**src/rtl/mcs_pkg.sv**
```systemverilog
package mcs_pkg;

    typedef logic [1:0] ack_t;

    localparam ack_t ACK_OK  = 2'b00;
    localparam ack_t ACK_NAK = 2'b01;
    localparam ack_t ACK_ERR = 2'b10;

    typedef enum logic [1:0] {
        ST_IDLE = 2'd0,
        ST_FWD  = 2'd1,
        ST_DROP = 2'd2
    } state_e;

    // Severity of a returned code; the reserved code counts as an error.
    function automatic ack_t ack_rank(input ack_t s);
        return (s == 2'b11) ? ACK_ERR : s;
    endfunction

    function automatic ack_t ack_worse(input ack_t a, input ack_t b);
        ack_t ra;
        ack_t rb;
        ra = ack_rank(a);
        rb = ack_rank(b);
        return (ra > rb) ? ra : rb;
    endfunction

endpackage

```
**src/rtl/mcs_grant.sv**
```systemverilog
module mcs_grant #(
    parameter int N  = 4,
    parameter int IW = 2
) (
    input  logic [N-1:0]  req,
    output logic          gnt_any,
    output logic [IW-1:0] gnt_idx
);
    // Fixed priority: the lowest-numbered requester wins.
    always_comb begin
        gnt_any = |req;
        gnt_idx = '0;
        for (int i = N - 1; i >= 0; i--) begin
            if (req[i]) begin
                gnt_idx = IW'(i);
            end
        end
    end
endmodule

```
**src/rtl/mcs_range_decode.sv**
```systemverilog
module mcs_range_decode #(
    parameter int N  = 4,
    parameter int IW = 2
) (
    input  logic [IW-1:0] first_port,
    input  logic [IW-1:0] last_port,
    output logic [N-1:0]  mask,
    output logic          bad
);
    assign bad = first_port > last_port;

    for (genvar o = 0; o < N; o++) begin : g_lane
        assign mask[o] = (IW'(o) >= first_port) && (IW'(o) <= last_port);
    end
endmodule

```
**src/rtl/mcs_ack_merge.sv**
```systemverilog
module mcs_ack_merge
    import mcs_pkg::*;
#(
    parameter int N = 4
) (
    input  logic [N-1:0]   sel,
    input  logic [N-1:0]   ret_valid,
    input  logic [2*N-1:0] ret_status,
    input  logic [N-1:0]   seen_q,
    input  ack_t           worst_q,
    output logic [N-1:0]   seen_nx,
    output ack_t           worst_nx,
    output logic           all_seen
);
    logic [N-1:0] take;

    assign take     = ret_valid & sel;
    assign seen_nx  = seen_q | take;
    assign all_seen = ((seen_nx & sel) == sel);

    always_comb begin
        worst_nx = worst_q;
        for (int o = 0; o < N; o++) begin
            if (take[o]) begin
                worst_nx = ack_worse(worst_nx, ret_status[2*o +: 2]);
            end
        end
    end
endmodule

```
**src/rtl/mcs_switch.sv**
```systemverilog
module mcs_switch
    import mcs_pkg::*;
#(
    parameter int NUM_PORTS = 4,
    parameter int DATA_W    = 16
) (
    input  logic                        clk,
    input  logic                        rst_n,
    input  logic [NUM_PORTS-1:0]        in_valid,
    output logic [NUM_PORTS-1:0]        in_ready,
    input  logic [NUM_PORTS*DATA_W-1:0] in_data,
    input  logic [NUM_PORTS-1:0]        in_last,
    output logic [NUM_PORTS-1:0]        out_valid,
    input  logic [NUM_PORTS-1:0]        out_ready,
    output logic [NUM_PORTS*DATA_W-1:0] out_data,
    output logic [NUM_PORTS-1:0]        out_last,
    input  logic [NUM_PORTS-1:0]        ret_valid,
    input  logic [2*NUM_PORTS-1:0]      ret_status,
    output logic [NUM_PORTS-1:0]        src_ack_valid,
    output logic [2*NUM_PORTS-1:0]      src_ack_status
);
    localparam int N  = NUM_PORTS;
    localparam int W  = DATA_W;
    localparam int IW = (N > 1) ? $clog2(N) : 1;

    typedef struct packed {
        state_e         st;
        logic [IW-1:0]  owner;
        logic [N-1:0]   mask;
        logic [N-1:0]   seen;
        logic           eop;
        ack_t           worst;
        logic [N-1:0]   sack_v;
        ack_t           sack_s;
    } ctl_t;

    ctl_t q, d;

    // ---------------- arbitration and header decode ----------------
    logic [N-1:0]  gnt_req;
    logic          gnt_any;
    logic [IW-1:0] gnt_idx;
    logic [W-1:0]  hdr_word;
    logic [N-1:0]  dec_mask;
    logic          dec_bad;

    assign gnt_req = (q.st == ST_IDLE) ? in_valid : '0;

    mcs_grant #(.N(N), .IW(IW)) u_grant (
        .req     (gnt_req),
        .gnt_any (gnt_any),
        .gnt_idx (gnt_idx)
    );

    always_comb begin
        hdr_word = in_data[gnt_idx*W +: W];
    end

    mcs_range_decode #(.N(N), .IW(IW)) u_range (
        .first_port (hdr_word[IW-1:0]),
        .last_port  (hdr_word[2*IW-1:IW]),
        .mask       (dec_mask),
        .bad        (dec_bad)
    );

    // ---------------- owner flit path ----------------
    logic [W-1:0] own_data;
    logic         own_valid;
    logic         own_last;
    logic [N-1:0] owner_oh;
    logic         all_ready;
    logic         fwd_open;
    logic         drop_open;
    logic         xfer_last;

    always_comb begin
        own_data  = in_data[q.owner*W +: W];
        own_valid = in_valid[q.owner];
        own_last  = in_last[q.owner];
    end

    assign owner_oh  = {{(N-1){1'b0}}, 1'b1} << q.owner;
    assign all_ready = &(out_ready | ~q.mask);
    assign fwd_open  = (q.st == ST_FWD) && !q.eop && all_ready;
    assign drop_open = (q.st == ST_DROP) && !q.eop;
    assign in_ready  = (fwd_open || drop_open) ? owner_oh : '0;
    assign xfer_last = (fwd_open || drop_open) && own_valid && own_last;
    assign out_valid = (fwd_open && own_valid) ? q.mask : '0;

    for (genvar o = 0; o < N; o++) begin : g_out
        assign out_data[o*W +: W] = own_data;
        assign out_last[o]        = own_last;
    end

    // ---------------- acknowledgement merge ----------------
    logic [N-1:0] merge_sel;
    logic [N-1:0] seen_nx;
    ack_t         worst_nx;
    logic         all_seen;

    assign merge_sel = (q.st == ST_IDLE) ? '0 : q.mask;

    mcs_ack_merge #(.N(N)) u_merge (
        .sel        (merge_sel),
        .ret_valid  (ret_valid),
        .ret_status (ret_status),
        .seen_q     (q.seen),
        .worst_q    (q.worst),
        .seen_nx    (seen_nx),
        .worst_nx   (worst_nx),
        .all_seen   (all_seen)
    );

    for (genvar i = 0; i < N; i++) begin : g_src
        assign src_ack_status[2*i +: 2] = q.sack_v[i] ? q.sack_s : ACK_OK;
    end
    assign src_ack_valid = q.sack_v;

    // ---------------- next-state ----------------
    always_comb begin
        d        = q;
        d.sack_v = '0;
        unique case (q.st)
            ST_IDLE: begin
                if (gnt_any) begin
                    d.owner = gnt_idx;
                    d.mask  = dec_bad ? '0 : dec_mask;
                    d.seen  = '0;
                    d.eop   = 1'b0;
                    d.worst = dec_bad ? ACK_ERR : ACK_OK;
                    d.st    = dec_bad ? ST_DROP : ST_FWD;
                end
            end
            default: begin
                d.seen  = seen_nx;
                d.worst = worst_nx;
                d.eop   = q.eop | xfer_last;
                if (d.eop && all_seen) begin
                    d.sack_v = owner_oh;
                    d.sack_s = worst_nx;
                    d.st     = ST_IDLE;
                end
            end
        endcase
    end

    always_ff @(posedge clk) begin
        if (!rst_n) begin
            q <= '0;
        end else begin
            q <= d;
        end
    end

endmodule

```
**config.mk**
```make
export PLATFORM = sky130hd
export DESIGN_NAME = mcs_switch
export DESIGN_NICKNAME = d
export VERILOG_FILES = /design/src/rtl/mcs_pkg.sv /design/src/rtl/mcs_grant.sv /design/src/rtl/mcs_range_decode.sv /design/src/rtl/mcs_ack_merge.sv /design/src/rtl/mcs_switch.sv
export SDC_FILE = /design/constraint.sdc
export NUM_CORES = 1
export LEC_CHECK = 0
export BUFFER_PORTS_ARGS = -buffer_cell sky130_fd_sc_hd__buf_2
export CORE_ASPECT_RATIO = 0.6
export CORE_UTILIZATION = 46
export DETAILED_ROUTE_END_ITERATION = 10
export GPL_TIMING_DRIVEN = 0
export PLACE_DENSITY = 0.87
export SETUP_SLACK_MARGIN = 0.2
export SYNTH_ARGS = -nofsm -noshare
export SYNTH_HDL_FRONTEND = slang
export SYNTH_SLANG_ARGS = --single-unit
```
**constraint.sdc**
```tcl
create_clock -name clk -period 14 [get_ports clk]
set_input_delay 0.7 -clock clk [delete_from_list [all_inputs] [get_ports clk]]
set_output_delay 0.7 -clock clk [all_outputs]
set_load 0.01 [all_outputs]
```
==> impl_metrics.env <==
export IMPL_worst_setup_path_start_kind="flop"
export IMPL_post_route_drc_count=0
export IMPL_grt_util_all_layers=0.253
export IMPL_avgSynthCellArea_sq_um=8.81
export IMPL_final_setup_tns_ps=0
export IMPL_synthSimpleGateAreaFrac=0.190
export IMPL_dieArea_sq_um=5910
export IMPL_ys_types=53
export IMPL_setup_viol=0
export IMPL_drive_gt1_frac=0.581
export IMPL_slew_viol_final=0
export IMPL_drt_met1_wl_um=3440
export IMPL_avgViaCountPerCell=5.01
export IMPL_htree_levels=1
export IMPL_fill_cells=433
export IMPL_regArea_sq_um=420
export IMPL_yosys_most_used_dff="dfxtp_1"
export IMPL_yosysWarnings=0
export IMPL_leakage_uw=0.00192
export IMPL_synth_top_family_by_area="buffers and inverters"
export IMPL_combPwrFrac=0.750
export IMPL_cts_root_buffer="clkbuf_8"
export IMPL_ant_nets=0
export IMPL_fin_crit_ps=5200
export IMPL_max_freq_mhz=192
export IMPL_cp_arrival_ps=5390
export IMPL_synth_seq_cells=21
export IMPL_slew_headroom=0.447
export IMPL_port_buffers=177
export IMPL_multi_input_area_sq_um=1570
export IMPL_top_layer="met4"
export IMPL_drt_iter0_markers=160
export IMPL_critical_path_required_ps=14180
export IMPL_wl_met3_um=641
export IMPL_io_pins=178
export IMPL_cp_end_kind="flop"
export IMPL_swShare=0.457
export IMPL_path_clk_slew_ps=70
export IMPL_pwr_share_seq=0.170
export IMPL_worst_pin_slew_ps=820
export IMPL_muxShareOfSynthArea=0.211
export IMPL_synth_xor_area_frac=0
export IMPL_netlist_instances=292
export IMPL_routed_wl_um=7740
export IMPL_die_y_um=59.9
export IMPL_hpwl_um=6870
export IMPL_path_max_fanout=4
export IMPL_cts_buffer_depth=2
export IMPL_die_w_um=98.6
export IMPL_grt_pass1_vias=2417
export IMPL_synth_nets=396
export IMPL_wl_per_cell_um=14.4
export IMPL_whs_path_depth=2
export IMPL_hold_viol_final=0
export IMPL_antenna_found_initial=0
export IMPL_seq_area_frac_synth=0.163
export IMPL_synth_edf_count=0
export IMPL_gp_congestion=0.844
export IMPL_power_density_nw_per_um2=139
export IMPL_async_flop_share=0
export IMPL_syn_cell_area_sq_um=2570
export IMPL_instances_no_fill=539
export IMPL_internal_power_uw=271
export IMPL_dp_cells=535
export IMPL_drv_cap=0
export IMPL_initial_core_util=0.492
export IMPL_critPathKind="reg2reg"
export IMPL_cts_hold_buffers=0
export IMPL_postCtsSetupBuffers=0
export IMPL_fin_skew_ps=0.884
export IMPL_rows=20
export IMPL_post_route_period_util=0.372
export IMPL_num_vias=2699
export IMPL_power_switching_uw=228
export IMPL_nets=578
export IMPL_cts_tree="built"
export IMPL_synth_compound_area_frac=0.139
export IMPL_wl_met2_um=3610
export IMPL_clk_latency_ps=260
export IMPL_status="finished, final reports clean"
export IMPL_synth_adder_area_share=0.0681
export IMPL_fp_coreArea_sq_um=5230
export IMPL_dr_pass1_iters=4
export IMPL_regToRegSetupSlack_ps=8800
export IMPL_cts_resized=0
export IMPL_cts_sinks=21
export IMPL_grt_pass1_wl_um=11400
export IMPL_p_clk_frac=0.080
export IMPL_grt_overflow=0
export IMPL_rsz0062_at_grt="no"
export IMPL_diodes=0
export IMPL_cts_buffers=3
export IMPL_reg2regPathDepth=26
export IMPL_grt_max_degree=12
export IMPL_ir_worst_vdd_v=0.0000593
export IMPL_hold_path_class="reg2reg"
export IMPL_area_growth_synth_to_final_pct=39.4
## cell type report
| type | count | share of cell area |
|---|---|---|
| multi-input combinational | 181 | 0.436 |
| timing repair buffer | 177 | 0.247 |
| buffer | 65 | 0.134 |
| sequential | 21 | 0.117 |
| inverter | 25 | 0.0296 |
| tap | 66 | 0.0230 |
| clock buffer | 4 | 0.0126 |
## power by group through the flow
| stage | sequential (uW) | clock (uW) | combinational, uW |
|---|---|---|---|
| final | 84.9 | 39.9 | 374 |
| after CTS | 84.2 | 40.1 | 373 |
| after global routing | 86.2 | 42.9 | 409 |
| after global placement | 84.8 | 0 | 359 |
| after detailed placement | 85.6 | 0 | 371 |
| after floorplan | 80.2 | 0 | 268 |
## state kept, by name, indices dropped and copies added (netlist names)
register and cells:
src_ack_valid 4, q 17
## final timing paths
kind / startpoint / endpoint
max reg2reg: q[6] / q[6]
min: q[9] / q[9]
max: q[6] / q[6]
min reg2reg: q[9] / q[9]
## cells by family after synthesis
| group | Yosys count |
|---|---|
| AND/OR/NAND/NOR | 93 |
| buffers and inverters | 90 |
| AO/OA/AOI/OAI | 48 |
| multiplexers | 26 |
| flip-flops | 21 |
| adder cells (fa/ha/maj) | 14 |
## stage by stage
step | cell area (sq um) | total power [uW] | util | hold WS, ps | setup WS [ps]
2_1_floorplan | 2570 | 349 | - | 426 | 9330
3_3_place_gp | 3540 | 444 | 0.677 | 434 | 8710
3_5_place_dp | 3540 | 457 | 0.677 | 437 | 8620
4_1_cts | 3590 | 497 | 0.686 | 448 | 8860
5_1_grt | 3590 | 538 | 0.686 | 470 | 8260
6_report | 3590 | 498 | 0.686 | 444 | 8800
## critical path, stage by stage (launching register included)
cell,delay [ps]
dfxtp_1,400
nor2b_1,250
inv_1,70
ha_1,270
nand2b_1,90
a2111oi_1,490
a21oi_1,240
ha_1,250
nor2_1,120
a2bb2oi_1,310
o21ai_0,140
a21oi_1,200
nor2_1,80
ha_1,280
inv_1,40
o22ai_1,180
o21ai_0,130
a21o_1,180
o22ai_1,230
nand2b_1,150
ha_1,150
nor2_1,40
nor2_1,80
a21oi_1,60
nor3b_1,370
nor3b_1,90
a211oi_1,210
## cell usage after synthesis, types with 4 or more instances
cell      number  area share
mux4_2        20        0.18
nand2b_1       7       0.017
clkbuf_1       4      0.0058
a21oi_1       15       0.029
nor2_1        34       0.050
dfxtp_1       21        0.16
o21ai_0        5      0.0097
buf_4         57        0.17
nand2_1       15       0.022
and2_1        14       0.034
inv_1         22       0.032
nor3b_1        4       0.012
ha_1          14       0.068
## cells in the final DEF (no fill, tap or decap), drive strengths merged, types with 2 or more instances in the layout
cell type | netlist | layout
a22o | 2 | 2
buf | 61 | 238
dfxtp | 21 | 21
nor3 | 3 | 3
a31oi | 2 | 2
o22ai | 2 | 2
nor2b | 3 | 3
mux4 | 22 | 22
mux2i | 3 | 3
clkbuf | 4 | 8
o211ai | 4 | 4
nand3 | 3 | 3
nor3b | 4 | 4
a211oi | 4 | 4
nand2 | 16 | 16
inv | 25 | 25
nor2 | 34 | 34
and2 | 14 | 14
o21ai | 7 | 7
o211a | 2 | 2
a21oi | 15 | 15
ha | 14 | 14
o21a | 2 | 2
nand2b | 7 | 7
## routing by layer
layer,GRT usage,up-vias
li1,-,1334
met5,0,-
met2,0.414,122
met3,0.0526,9
met1,0.350,1234
met4,0.0533,0
(Power assumes the default switching activity.)
